<file path="src/rtl/mprx_pkg.sv">
package mprx_pkg;
  typedef enum logic [1:0] {
    RX_IDLE  = 2'd0,
    RX_START = 2'd1,
    RX_BITS  = 2'd2,
    RX_STOP  = 2'd3
  } rx_state_t;
endpackage

</file>
<file path="src/rtl/mprx_deframer.sv">
module mprx_deframer
  import mprx_pkg::*;
#(
  parameter int DATA_W      = 8,
  parameter int OVS         = 16,
  parameter int SYNC_STAGES = 2
) (
  input  logic              clk,
  input  logic              rst_n,
  input  logic              tick_i,
  input  logic              en_i,
  input  logic              rxd_i,
  output logic              done_o,
  output logic [DATA_W-1:0] data_o,
  output logic              mark_o,
  output logic              stop_o
);
  localparam int NBITS = DATA_W + 1;
  localparam int CNT_W = $clog2(OVS);
  localparam int IDX_W = $clog2(NBITS + 1);
  localparam logic [CNT_W-1:0] MID  = CNT_W'(OVS / 2 - 1);
  localparam logic [CNT_W-1:0] LAST = CNT_W'(OVS - 1);

  logic [SYNC_STAGES-1:0] sync_q;
  logic                   line;
  rx_state_t              state_q, state_d;
  logic [CNT_W-1:0]       cnt_q, cnt_d;
  logic [IDX_W-1:0]       idx_q, idx_d;
  logic [NBITS-1:0]       shf_q, shf_d;
  logic                   stop_q, stop_d;
  logic                   done_q, done_d;

  assign line = sync_q[SYNC_STAGES-1];

  always_comb begin
    state_d = state_q;
    cnt_d   = cnt_q;
    idx_d   = idx_q;
    shf_d   = shf_q;
    stop_d  = stop_q;
    done_d  = 1'b0;
    if (!en_i) begin
      state_d = RX_IDLE;
    end else if (tick_i) begin
      unique case (state_q)
        RX_IDLE: if (!line) begin
          state_d = RX_START;
          cnt_d   = '0;
        end
        RX_START: if (cnt_q == MID) begin
          cnt_d   = '0;
          idx_d   = '0;
          state_d = line ? RX_IDLE : RX_BITS;
        end else begin
          cnt_d = cnt_q + 1'b1;
        end
        RX_BITS: if (cnt_q == LAST) begin
          cnt_d = '0;
          shf_d = {line, shf_q[NBITS-1:1]};
          idx_d = idx_q + 1'b1;
          if (idx_q == IDX_W'(NBITS - 1)) state_d = RX_STOP;
        end else begin
          cnt_d = cnt_q + 1'b1;
        end
        RX_STOP: if (cnt_q == LAST) begin
          done_d  = 1'b1;
          stop_d  = line;
          state_d = RX_IDLE;
        end else begin
          cnt_d = cnt_q + 1'b1;
        end
        default: state_d = RX_IDLE;
      endcase
    end
  end

  always_ff @(posedge clk or negedge rst_n) begin
    if (!rst_n) begin
      sync_q  <= '1;
      state_q <= RX_IDLE;
      cnt_q   <= '0;
      idx_q   <= '0;
      shf_q   <= '0;
      stop_q  <= 1'b1;
      done_q  <= 1'b0;
    end else begin
      sync_q  <= {sync_q[SYNC_STAGES-2:0], rxd_i};
      state_q <= state_d;
      cnt_q   <= cnt_d;
      idx_q   <= idx_d;
      shf_q   <= shf_d;
      stop_q  <= stop_d;
      done_q  <= done_d;
    end
  end

  assign done_o = done_q;
  assign data_o = shf_q[DATA_W-1:0];
  assign mark_o = shf_q[NBITS-1];
  assign stop_o = stop_q;

  // the receiver drops back to idle while it is disabled
  a_r12_idle_when_off: assert property (@(posedge clk) disable iff (!rst_n)
    !en_i |=> state_q == RX_IDLE);
  // the end of a frame is signalled for one cycle only
  a_r3_done_single: assert property (@(posedge clk) disable iff (!rst_n)
    done_q |=> !done_q);
endmodule

</file>
<file path="src/rtl/mprx_flags.sv">
module mprx_flags #(
  parameter int DATA_W = 8
) (
  input  logic              clk,
  input  logic              rst_n,
  input  logic              done_i,
  input  logic [DATA_W-1:0] data_i,
  input  logic              mark_i,
  input  logic              stop_i,
  input  logic              mp_mode_i,
  input  logic              wake_on_i,
  input  logic              wake_off_i,
  input  logic              clr_rdy_i,
  input  logic              clr_ferr_i,
  input  logic              clr_ovr_i,
  output logic [DATA_W-1:0] data_o,
  output logic              rdy_o,
  output logic              ferr_o,
  output logic              ovr_o,
  output logic              mark_o,
  output logic              wake_o
);
  logic              filt, accept, load;
  logic              rdy_q, rdy_d, ferr_q, ferr_d, ovr_q, ovr_d;
  logic              mark_q, wake_q, wake_d;
  logic [DATA_W-1:0] data_q;

  always_comb begin
    filt   = wake_q & mp_mode_i;
    accept = done_i & (~filt | mark_i);
    load   = accept & ~rdy_q;
    rdy_d  = load | (rdy_q & ~clr_rdy_i);
    ferr_d = (accept & ~stop_i) | (ferr_q & ~clr_ferr_i);
    ovr_d  = (accept & rdy_q) | (ovr_q & ~clr_ovr_i);
    if (wake_off_i || (done_i && filt && mark_i)) wake_d = 1'b0;
    else if (wake_on_i)                            wake_d = 1'b1;
    else                                           wake_d = wake_q;
  end

  always_ff @(posedge clk or negedge rst_n) begin
    if (!rst_n) begin
      rdy_q  <= 1'b0;
      ferr_q <= 1'b0;
      ovr_q  <= 1'b0;
      wake_q <= 1'b0;
    end else begin
      rdy_q  <= rdy_d;
      ferr_q <= ferr_d;
      ovr_q  <= ovr_d;
      wake_q <= wake_d;
    end
  end

  always_ff @(posedge clk or negedge rst_n) begin
    if (!rst_n) begin
      data_q <= '0;
      mark_q <= 1'b0;
    end else if (load) begin
      data_q <= data_i;
      mark_q <= mark_i;
    end
  end

  assign data_o = data_q;
  assign rdy_o  = rdy_q;
  assign ferr_o = ferr_q;
  assign ovr_o  = ovr_q;
  assign mark_o = mark_q;
  assign wake_o = wake_q;

  // a frame dropped by the filter raises no flag
  a_r7_filter_drop: assert property (@(posedge clk) disable iff (!rst_n)
    (done_i && wake_q && mp_mode_i && !mark_i) |=>
      !$rose(rdy_q) && !$rose(ferr_q) && !$rose(ovr_q));
  // an address frame disarms the filter
  a_r8_wake_autoclear: assert property (@(posedge clk) disable iff (!rst_n)
    (done_i && wake_q && mp_mode_i && mark_i) |=> !wake_q);
  // an overrun keeps the old data
  a_r5_ovr_hold: assert property (@(posedge clk) disable iff (!rst_n)
    (done_i && rdy_q && !(wake_q && mp_mode_i && !mark_i)) |=> ovr_q && $stable(data_q));
  // a set event beats the clear strobe
  a_r6_event_wins: assert property (@(posedge clk) disable iff (!rst_n)
    (done_i && !rdy_q && !(wake_q && mp_mode_i)) |=> rdy_q);
  // the host can disarm the filter
  a_r10_host_clear: assert property (@(posedge clk) disable iff (!rst_n)
    wake_off_i |=> !wake_q);
endmodule

</file>
<file path="src/rtl/mp_uart_rx.sv">
module mp_uart_rx #(
  parameter int DATA_W      = 8,
  parameter int OVS         = 16,
  parameter int SYNC_STAGES = 2
) (
  input  logic              clk,
  input  logic              rst_n,
  input  logic              os_tick,
  input  logic              rxd,
  input  logic              rx_on,
  input  logic              mp_mode,
  input  logic              rx_ie,
  input  logic              wake_on,
  input  logic              wake_off,
  input  logic              clr_rdy,
  input  logic              clr_ferr,
  input  logic              clr_ovr,
  output logic [DATA_W-1:0] rx_data,
  output logic              rdy,
  output logic              ferr,
  output logic              ovr,
  output logic              mark,
  output logic              wake_en,
  output logic              irq_rx,
  output logic              irq_err
);
  logic              f_done, f_mark, f_stop;
  logic [DATA_W-1:0] f_data;

  mprx_deframer #(.DATA_W(DATA_W), .OVS(OVS), .SYNC_STAGES(SYNC_STAGES)) u_deframe (
    .clk(clk), .rst_n(rst_n), .tick_i(os_tick), .en_i(rx_on), .rxd_i(rxd),
    .done_o(f_done), .data_o(f_data), .mark_o(f_mark), .stop_o(f_stop)
  );

  mprx_flags #(.DATA_W(DATA_W)) u_flags (
    .clk(clk), .rst_n(rst_n), .done_i(f_done), .data_i(f_data), .mark_i(f_mark),
    .stop_i(f_stop), .mp_mode_i(mp_mode), .wake_on_i(wake_on), .wake_off_i(wake_off),
    .clr_rdy_i(clr_rdy), .clr_ferr_i(clr_ferr), .clr_ovr_i(clr_ovr),
    .data_o(rx_data), .rdy_o(rdy), .ferr_o(ferr), .ovr_o(ovr), .mark_o(mark),
    .wake_o(wake_en)
  );

  assign irq_rx  = rdy & rx_ie;
  assign irq_err = (ferr | ovr) & rx_ie;

  // no interrupt request while interrupts are disabled
  a_r11_irq_gated: assert property (@(posedge clk) disable iff (!rst_n)
    !rx_ie |-> !irq_rx && !irq_err);
endmodule

</file>
<file path="config.mk">
export PLATFORM = sky130hd
export DESIGN_NAME = mp_uart_rx
export DESIGN_NICKNAME = d
export VERILOG_FILES = /design/src/rtl/mprx_pkg.sv /design/src/rtl/mprx_deframer.sv /design/src/rtl/mprx_flags.sv /design/src/rtl/mp_uart_rx.sv
export SDC_FILE = /design/constraint.sdc
export NUM_CORES = 1
export LEC_CHECK = 0
export CORE_MARGIN = 2
export CORE_UTILIZATION = 35
export CTS_CLUSTER_DIAMETER = 120
export DETAILED_ROUTE_END_ITERATION = 12
export PLACE_DENSITY_LB_ADDON = 0.2
export SLEW_MARGIN = 5
export SYNTH_ARGS = -nofsm -noshare
export SYNTH_HDL_FRONTEND = slang
export SYNTH_SLANG_ARGS = --single-unit
</file>
<file path="constraint.sdc">
create_clock -name clk -period 2.5 [get_ports clk]
set_input_delay 0.75 -clock clk [delete_from_list [all_inputs] [get_ports clk]]
set_output_delay 0.75 -clock clk [all_outputs]
set_load 0.02 [all_outputs]
</file>
==> metrics.csv, run 1 <==
stage;metric;value;unit
clock_tree;root buf cell;clkbuf_8;
clock_tree;H-Tree Depth;2;
yosys;flops & latches, synth;36;
grt;total global routing overflow;0;
clock_tree;CTS Buf Count;5;
yosys;Avg Inst Size Synth;12.4;um2
worst_setup_path;Req. time, crit path;1750;ps
power_and_ir_drop;Seq pwr share;0.542;
hold_path;Hold Path Cell Cnt;0;
worst_setup_path;crit start category;input pin;
clock_tree;post-CTS resize count;2;
layout;register area;905;um2
grt;vias in the first global route;1189;
layout;Layout fillers;440;
layout;# nets final;193;
place;dpl cells;233;
timing;Final Skew;3.78;ps
floorplan;I/O Pins;27;
clock_tree;CTS tree;done;
floorplan;Core Region;0.00472;mm2
power_and_ir_drop;Net Switching;247;uW
power_and_ir_drop;Power Total;1.10;mW
worst_setup_path;crit-path max FO;2;
grt;global-route wire length before repair;5100;um
yosys;synthesized area;0.00171;mm2
yosys;top_reg_cell synth;dfrtp_1;
floorplan;initial core utilization;0.361;
layout;final non-filler cell total;241;
worst_setup_path;Worst EP arrival;1650;ps
worst_setup_path;CP startpoint;rx_ie;
layout;commonest cells after routing, fill and taps aside;dfrtp_1 (33), clkdlybuf4s50_1 (24), mux2_2 (19);
timing;crit path time final;2400;ps
power_and_ir_drop;LEAKAGE;0.953;nW
timing;final count of hold timing violations;0;
floorplan;Die Wd;73.8;um
power_and_ir_drop;Pwr Density;507;mW/mm2
yosys;warnings from Yosys;0;
yosys;mux contribution to synthesized area;0.137;
power_and_ir_drop;Peak supply drop;0.000178;V
floorplan;Die H;73.8;um
timing;worst-margin pin slew;530;ps
layout;post-route cell area;0.00217;mm2
flow_run;max cap viols;0;
timing;Hold WS;356;ps
worst_setup_path;Worst setup EP type;primary output;
route;DRC violations left;0;
floorplan;FP Rows;25;
yosys;EDFF count, synth;0;
place;Placer Congestion;0.799;
timing;max_slew headroom;0.646;
floorplan;Die ar.;0.00545;mm2
route;drt first pass iters;4;
yosys;asr flop ratio synth;1.00;
yosys;Synth Area in Adders;0.0587;
timing;fmax;416;MHz
route;via count;1187;
worst_setup_path;critical path class;input pin to primary output;
yosys;Synth Net Count;157;
clock_tree;clock tree buffer depth;2;
worst_setup_path;number of cells on the worst reg-to-reg path;6;
timing;# setup viols final;0;
timing;TNS Setup;0;ps
run_status;status;finished clean;
layout;ant diodes;0;
route;1st-iter DRT viols;32;
place;Port Buf Inserts;26;
yosys;Cells after Synth;137;
power_and_ir_drop;Clock power frac;0.383;
timing;final slew viol count;0;
hold_path;hold wc startpoint;u_deframe.sync_q[0]$_DFF_PN1_;
timing;RSZ-0062 raised after global routing;no;
route;Via density;4.93;
clock_tree;Post-CTS Hold Buffers;0;
yosys;main combinational cell family by area after synthesis;compound AO/OA/AOI/OAI gates;
power_and_ir_drop;cell-internal power;852;uW
power_and_ir_drop;Sw Ratio;0.225;
yosys;sequential-to-total area share from yosys stat;0.530;
route;Routed Antenna Nets;0;
clock_tree;clk slew on worst S/H paths;70;ps
clock_tree;clock latency at the later pin of the worst-skew pair;280;ps
hold_path;worst min path class;register to register;
layout;layout cell share with drive strength beyond 1;0.230;
yosys;xor-xnor portion of the synthesized cell area;0;
timing;final cycle utilization of the critical path;0.961;
clock_tree;CTS Sinks;36;
worst_setup_path;RR Startpoint;u_deframe.state_q[0]$_DFFE_PN0P_;
place;Placed Instance Area;0.00208;mm2
place;sum of net half-perimeters after detailed placement;2180;um
layout;multi-input logic area;764;um2
yosys;Synth Area in Simple Gates;0.111;
grt;initial antenna violation count;0;
route;DRT Wirelength;3020;um
yosys;compound-cell area share of the yosys netlist;0.142;
power_and_ir_drop;Logic pwr share;0.074;
layout;commonest non-fill, non-tap cell in the layout;dfrtp_1;
yosys;Synth cell types;35;
layout;Area Overhead vs Synth;27.1;%
grt;All-Layer GR Usage;0.124;
clock_tree;Setup Buffers After CTS;0;
route;wire length per cell;12.5;um
grt;pin count of the biggest net entering global routing;37;
## final cells by class
cell class / instances / share of cell area
multi-input cells: 92 / 0.353
clock inverters: 1 / 0.00346
flip-flops and latches: 36 / 0.417
clock buffers: 7 / 0.0398
inverters: 7 / 0.0121
well taps: 67 / 0.0387
repair buffers: 31 / 0.136
## power by group through the flow
stage                     registers (mW)  logic (mW)  clock network [mW]
final                              0.596      0.0817               0.421
after global routing               0.596      0.0906               0.465
after CTS                          0.596      0.0831               0.445
after detailed placement           0.607      0.0829                   0
after global placement             0.607      0.0811                   0
after floorplan                    0.608      0.0365                   0
## worst max-delay path: stages
cell and delay (ps):
clkdlybuf4s50_1 470, o21a_1 110, dlygate4sd2_1 330
## cells in the mapped netlist (3+ instances only)
cell      instances  share of area
dfrtp_1          33           0.48
mux2_2           19           0.13
ha_1              8          0.059
nand2_1           8          0.018
o21ai_0           8          0.023
inv_1             7          0.015
nand3_1           5          0.015
nor2_1            5          0.011
a22o_1            4          0.021
dfstp_2           3          0.046
nand2b_1          3          0.011
nand3b_1          3          0.013
o22ai_1           3          0.011
## stage by stage
stage               worst slack [ps]  utilization
floorplan                        707            -
global placement                -182        0.440
detailed placement              -185        0.440
global route                    61.1        0.459
finish                          97.1        0.459
CTS                             84.3        0.459
## kinds of logic after synthesis
kind of cell / Yosys count
buf+inv: 9
mux: 21
flops: 36
simple gates: 35
fa+ha+maj: 8
compound gates: 28
## final timing paths
path	end	slack, ps
setup / recovery	irq_err	100
hold / removal	u_deframe.sync_q[1]$_DFF_PN1_	360
setup reg to reg	u_deframe.idx_q[1]$_DFFE_PN0P_	350
hold reg to reg	u_deframe.sync_q[1]$_DFF_PN1_	360
max in group asynchronous	u_deframe.sync_q[1]$_DFF_PN1_	1270
min in group asynchronous	u_deframe.idx_q[1]$_DFFE_PN0P_	880
## state kept, by name (all words and copies together), names as in the netlist, 2 cells and up
| register | flops |
|---|---|
| u_deframe.cnt_q | 4 |
| u_deframe.idx_q | 4 |
| u_deframe.shf_q | 9 |
| u_deframe.state_q | 2 |
| u_deframe.sync_q | 2 |
| u_flags.data_o | 8 |
## metal layers
| metal | wire (um) | up-vias | global-route usage |
|---|---|---|---|
| met5 | 0 | - | 0 |
| met4 | 44 | 0 | 0.0768 |
| met3 | 173 | 5 | 0.0425 |
| met2 | 1440 | 33 | 0.200 |
| met1 | 1360 | 580 | 0.141 |
| li1 | - | 569 | - |
No activity file was read; power rests on OpenSTA's default activity.
==> inputs of run 2 (changes only) <==
- clock period: 2.5 -> 3.1 ns (I/O delays scaled with it)
==> run 2 against run 1 <==
Against the previous run: critical path depth stayed put; clock skew grew 0.50 ps; count of clock-buffer cells in the layout is 2 lower; register-to-register slack better by 640 ps; global-route usage grew 0.72 points; sequential cell count unchanged; utilization decreased by 0.21 points; clock power fell by 5%; final area fell by 0.46%.
==> metrics.csv, run 2 (synthesis gave the netlist of run 1 again) <==
stage;metric;value;unit;change
timing;final cycle utilization of the critical path;0.980;;
grt;vias in the first global route;1155;;-2.9%
timing;worst setup margin;62.7;ps;-34.4 ps
grt;initial antenna violation count;0;;unchanged
worst_setup_path;number of cells on the worst reg-to-reg path;5;;-1
worst_setup_path;crit-path max FO;2;;unchanged
timing;worst-margin pin slew;513;ps;-17.3 ps
timing;# setup viols final;0;;unchanged
flow_run;max cap viols;0;;unchanged
power_and_ir_drop;Peak supply drop;0.000322;V;+81%
clock_tree;clk slew on worst S/H paths;70;ps;about the same
hold_path;worst min path class;register to register;;
worst_setup_path;peak per-stage delay on the critical path;590;ps;+120 ps
timing;crit path time final;3040;ps;
layout;commonest cells after routing, fill and taps aside;dfrtp_1 (33), clkdlybuf4s50_1 (26), mux2_2 (19);;
clock_tree;CTS Sinks;36;;unchanged
power_and_ir_drop;Pwr Density;439;mW/mm2;-13%
layout;post-route cell area;0.00216;mm2;-0.46%
worst_setup_path;Req. time, crit path;2170;ps;+420 ps
timing;TNS Setup;0;ps;unchanged
timing;final count of hold timing violations;0;;unchanged
layout;max FFs per register;9;;unchanged
clock_tree;clock latency at the later pin of the worst-skew pair;280;ps;about the same
hold_path;Worst Hold End;u_deframe.sync_q[1]$_DFF_PN1_;;
route;DRC violations left;0;;unchanged
worst_setup_path;critical path class;input pin to primary output;;
clock_tree;CTS tree;done;;
timing;RSZ-0062 raised after global routing;no;;
grt;total global routing overflow;0;;unchanged
floorplan;Die ar.;0.00545;mm2;unchanged
worst_setup_path;Critical path buffers and inverters;2;;unchanged
worst_setup_path;R2R setup slack;990;ps;+640 ps
worst_setup_path;RR Startpoint;u_deframe.state_q[0]$_DFFE_PN0P_;;
hold_path;Hold Path Cell Cnt;0;;unchanged
layout;ant diodes;0;;unchanged
place;dpl cells;229;;-1.7%
worst_setup_path;Worst setup EP type;primary output;;
power_and_ir_drop;LEAKAGE;0.934;nW;-2.0%
layout;layout cell share with drive strength beyond 1;0.218;;-0.0122
place;Placer Congestion;0.802;;+0.40%
worst_setup_path;most frequent CP cell;clkdlybuf4s50_1;;
floorplan;Die Wd;73.8;um;unchanged
layout;most flop-heavy register;u_deframe.shf_q;;
worst_setup_path;R2R Path End;u_deframe.shf_q[4]$_DFFE_PN0P_;;
layout;Util after Layout;0.457;;-0.00212
floorplan;Die H;73.8;um;unchanged
timing;max_slew headroom;0.658;;+0.0115
clock_tree;Post-CTS Hold Buffers;0;;unchanged
layout;final non-filler cell total;237;;-1.7%
clock_tree;Setup Buffers After CTS;0;;unchanged
route;1st-iter DRT viols;49;;+53%
timing;final slew viol count;0;;unchanged
layout;# nets final;189;;-2.1%
worst_setup_path;Worst EP arrival;2110;ps;+460 ps
power_and_ir_drop;Power Total;948;uW;-14%
route;Via density;4.81;;-2.3%
worst_setup_path;highest-delay cell along the critical path;clkdlybuf4s50_1;;
layout;Layout fillers;433;;-1.6%
timing;fmax;329;MHz;
route;via count;1140;;-4.0%
clock_tree;CTS Buf Count;5;;unchanged
timing;Final Skew;4.29;ps;+0.504 ps
timing;Hold WS;357;ps;+0.996 ps
layout;Area Overhead vs Synth;26.6;%;
worst_setup_path;crit start category;input pin;;
grt;All-Layer GR Usage;0.132;;+0.00721
layout;register area;905;um2;unchanged
place;Port Buf Inserts;26;;unchanged
route;drt first pass iters;4;;unchanged
floorplan;I/O Pins;27;;unchanged
place;Placed Instance Area;0.00205;mm2;-1.4%
layout;multi-input logic area;764;um2;unchanged
route;wire length per cell;13.3;um;+5.7%
worst_setup_path;top cell family by delay on the critical path;buffers and inverters;;
floorplan;Core Region;0.00472;mm2;unchanged
clock_tree;post-CTS resize count;0;;-2
route;DRT Wirelength;3140;um;+4.0%
route;Routed Antenna Nets;0;;unchanged
hold_path;hold wc startpoint;u_deframe.sync_q[0]$_DFF_PN1_;;
run_status;status;finished clean;;
worst_setup_path;cell-by-cell trace of the critical path;clkdlybuf4s50_1 -> and2_1 -> clkdlybuf4s50_1;;
layout;commonest non-fill, non-tap cell in the layout;dfrtp_1;;
clock_tree;clock tree buffer depth;2;;unchanged
clock_tree;H-Tree Depth;2;;unchanged
floorplan;initial core utilization;0.361;;unchanged
clock_tree;root buf cell;clkbuf_8;;
floorplan;FP Rows;25;;unchanged
grt;global-route wire length before repair;5340;um;+4.7%
grt;pin count of the biggest net entering global routing;37;;unchanged
place;post-placement setup slack;58.2;ps;+243 ps
place;sum of net half-perimeters after detailed placement;2300;um;+5.5%
## run 2: cell count changes in the layout (fill, tap and decap cells not counted), sizes merged
cell,change
bufinv,+1
clkdlybuf4s50,+2
clkbuf,-2
clkinv,+1
buf,-4
dlygate4sd2,-2
## run 2: metal layers
metal,GRT usage,routed length [um]
met4,0.0667,45
met1,0.158,1430
met3,0.0302,105
met2,0.220,1560
met5,0,0
## run 2: final cells by class
class	count	share of cell area
Clock buffer	5	0.0319
Clock inverter	3	0.0197
Inverter	7	0.0122
Multi-Input combinational cell	92	0.354
Sequential cell	36	0.419
Tap cell	67	0.0388
Timing Repair Buffer	27	0.124
## run 2: report_power, final
group	internal (mW)	leakage [nW]	switching, mW	total, mW
clock	0.238	0.0541	0.164	0.402
combinational	0.0306	0.394	0.0343	0.0649
sequential	0.476	0.486	0.00540	0.481
total	0.744	0.934	0.204	0.948
## run 2: worst max path at each step
stage / from / to / slack [ps] / cells after the start
detailed placement: rx_ie / irq_rx / 60 / 3
CTS: rx_ie / irq_rx / 60 / 3
floorplan: rx_ie / irq_rx / 1030 / 1
finish: rx_ie / irq_rx / 60 / 3
global placement: rx_ie / irq_rx / 60 / 3
global route: rx_ie / irq_rx / 20 / 3
==> inputs of run 3 (changes only) <==
- CORE_MARGIN: 2 -> 1
==> run 3 against run 2 <==
Against the previous run: the flow now finishes with violations (DRC); critical path depth did not move; clock power decreased by 20%; final area down 1.7%; critical path type unchanged; largest power group unchanged.
==> metrics.csv, run 3 (synthesis gave the netlist of run 1 again) <==
stage;metric;value;unit;change
run_status;status;finished, violations left;;
run_status;failing checks;DRC;;
grt;vias in the first global route;1084;;-6.1%
timing;worst setup margin;66.6;ps;+3.85 ps
floorplan;initial core utilization;0.363;;+0.00241
route;DRC violations left;2;;+2
layout;# nets final;189;;unchanged
timing;final count of hold timing violations;0;;unchanged
route;Routed Antenna Nets;0;;unchanged
grt;pin count of the biggest net entering global routing;37;;unchanged
grt;total global routing overflow;0;;unchanged
timing;final cycle utilization of the critical path;0.979;;-0.00124
clock_tree;CTS Sinks;36;;unchanged
flow_run;max cap viols;0;;unchanged
floorplan;I/O Pins;27;;unchanged
clock_tree;H-Tree Depth;2;;unchanged
route;via count;1145;;+0.44%
clock_tree;clk slew on worst S/H paths;70;ps;about the same
power_and_ir_drop;Pwr Density;408;mW/mm2;-7.0%
grt;global-route wire length before repair;5130;um;-4.0%
place;sum of net half-perimeters after detailed placement;2230;um;-3.1%
layout;most flop-heavy register;u_deframe.shf_q;;
worst_setup_path;cell-by-cell trace of the critical path;clkdlybuf4s50_1 -> and2_1 -> clkdlybuf4s50_1;;
clock_tree;clock tree buffer depth;2;;unchanged
layout;layout cell share with drive strength beyond 1;0.218;;unchanged
layout;max FFs per register;9;;unchanged
timing;final slew viol count;0;;unchanged
layout;commonest non-fill, non-tap cell in the layout;dfrtp_1;;
worst_setup_path;peak per-stage delay on the critical path;590;ps;about the same
clock_tree;CTS tree;done;;
power_and_ir_drop;Power Total;866;uW;-8.6%
worst_setup_path;RR Startpoint;u_deframe.state_q[0]$_DFFE_PN0P_;;
layout;Util after Layout;0.452;;-0.00495
route;Via density;5.11;;+6.3%
worst_setup_path;most frequent CP cell;clkdlybuf4s50_1;;
worst_setup_path;Worst EP arrival;2100;ps;about the same
clock_tree;CTS Buf Count;5;;unchanged
place;Port Buf Inserts;26;;unchanged
floorplan;Die H;71.8;um;-2.7%
worst_setup_path;Critical path buffers and inverters;2;;unchanged
timing;Final Skew;5.36;ps;+1.07 ps
hold_path;hold wc startpoint;u_deframe.sync_q[0]$_DFF_PN1_;;
layout;register area;905;um2;unchanged
worst_setup_path;top cell family by delay on the critical path;buffers and inverters;;
worst_setup_path;critical path class;input pin to primary output;;
layout;Area Overhead vs Synth;24.4;%;
grt;initial antenna violation count;0;;unchanged
worst_setup_path;crit start category;input pin;;
worst_setup_path;highest-delay cell along the critical path;clkdlybuf4s50_1;;
worst_setup_path;Worst setup EP type;primary output;;
timing;crit path time final;3030;ps;-3.85 ps
worst_setup_path;Req. time, crit path;2170;ps;about the same
layout;commonest cells after routing, fill and taps aside;dfrtp_1 (33), clkdlybuf4s50_1 (25), mux2_2 (19);;
power_and_ir_drop;Peak supply drop;0.000210;V;-35%
hold_path;worst min path class;register to register;;
route;drt first pass iters;8;;+4
floorplan;Core Region;0.00469;mm2;-0.66%
timing;TNS Setup;0;ps;unchanged
worst_setup_path;CP startpoint;rx_ie;;
timing;worst-margin pin slew;520;ps;+7.12 ps
route;1st-iter DRT viols;72;;+47%
layout;multi-input logic area;764;um2;unchanged
layout;ant diodes;0;;unchanged
clock_tree;Post-CTS Hold Buffers;0;;unchanged
route;DRT Wirelength;3010;um;-4.2%
timing;# setup viols final;0;;unchanged
power_and_ir_drop;LEAKAGE;0.947;nW;+1.3%
clock_tree;clock latency at the later pin of the worst-skew pair;290;ps;about the same
place;Placer Congestion;0.788;;-1.8%
floorplan;FP Rows;25;;unchanged
route;wire length per cell;13.4;um;+1.3%
timing;Hold WS;356;ps;-1.14 ps
timing;RSZ-0062 raised after global routing;no;;
timing;fmax;330;MHz;+0.13%
floorplan;Die ar.;0.00516;mm2;-5.3%
worst_setup_path;crit-path max FO;2;;unchanged
timing;max_slew headroom;0.653;;-0.00475
grt;All-Layer GR Usage;0.131;;-0.000959
place;post-placement setup slack;64.2;ps;+6.06 ps
clock_tree;root buf cell;clkbuf_8;;
floorplan;Die Wd;71.8;um;-2.7%
layout;Layout fillers;440;;+1.6%
-- run 3: cell count changes in the layout (fill, tap and decap cells not counted), sizes merged --
cell	before	now
clkinv	1	3
bufinv	1	0
clkinvlp	1	0
clkdlybuf4s50	26	25
dlymetal6s2s	0	1
-- run 3: final timing paths --
check	to	slack, ps	cells past startpoint
worst max-delay path	irq_rx	70	3
worst min-delay path	u_deframe.sync_q[1]$_DFF_PN1_	360	0
worst max register to register	u_deframe.shf_q[3]$_DFFE_PN0P_	980	5
worst min register to register	u_deframe.sync_q[1]$_DFF_PN1_	360	0
max in group asynchronous	u_deframe.sync_q[0]$_DFF_PN1_	1700	2
min in group asynchronous	u_deframe.idx_q[1]$_DFFE_PN0P_	1040	2
-- run 3: where the power goes --
part | internal (mW) | total (mW) | switching [mW]
combinational | 0.0307 | 0.0645 | 0.0338
sequential | 0.476 | 0.481 | 0.00509
clock | 0.156 | 0.321 | 0.165
-- run 3: layout make-up --
class                   count  area share
clock buffers               5      0.0324
flip-flops and latches     36       0.427
inverters                   7      0.0124
repair buffers             27       0.127
multi-input cells          92       0.360
clock inverters             3     0.00885
well taps                  54      0.0319
-- run 3: per-layer routing --
metal | wire [um] | GRT usage | part of all wire | up-vias
met3 | 147 | 0.0450 | 0.049 | 7
met1 | 1430 | 0.171 | 0.47 | 551
met5 | 0 | 0 | 0 | -
met4 | 49 | 0.0458 | 0.016 | 0
met2 | 1380 | 0.202 | 0.46 | 27
li1 | - | - | - | 560
-- run 3: stage by stage --
step / std cells / cell area (um2)
after floorplan: 137 / 1710
after global placement: 216 / 2030
after detailed placement: 216 / 2030
after CTS: 224 / 2120
after global routing: 224 / 2120
final: 224 / 2120
-- run 3: repair_timing --
| action | 4_1_cts | 5_1_grt |
|---|---|---|
| setup buffers | 0 | 0 |
| setup endpoints to repair | 0 | 1 |
| gates resized for setup | 0 | 1 |
| hold endpoints to repair | 0 | 0 |
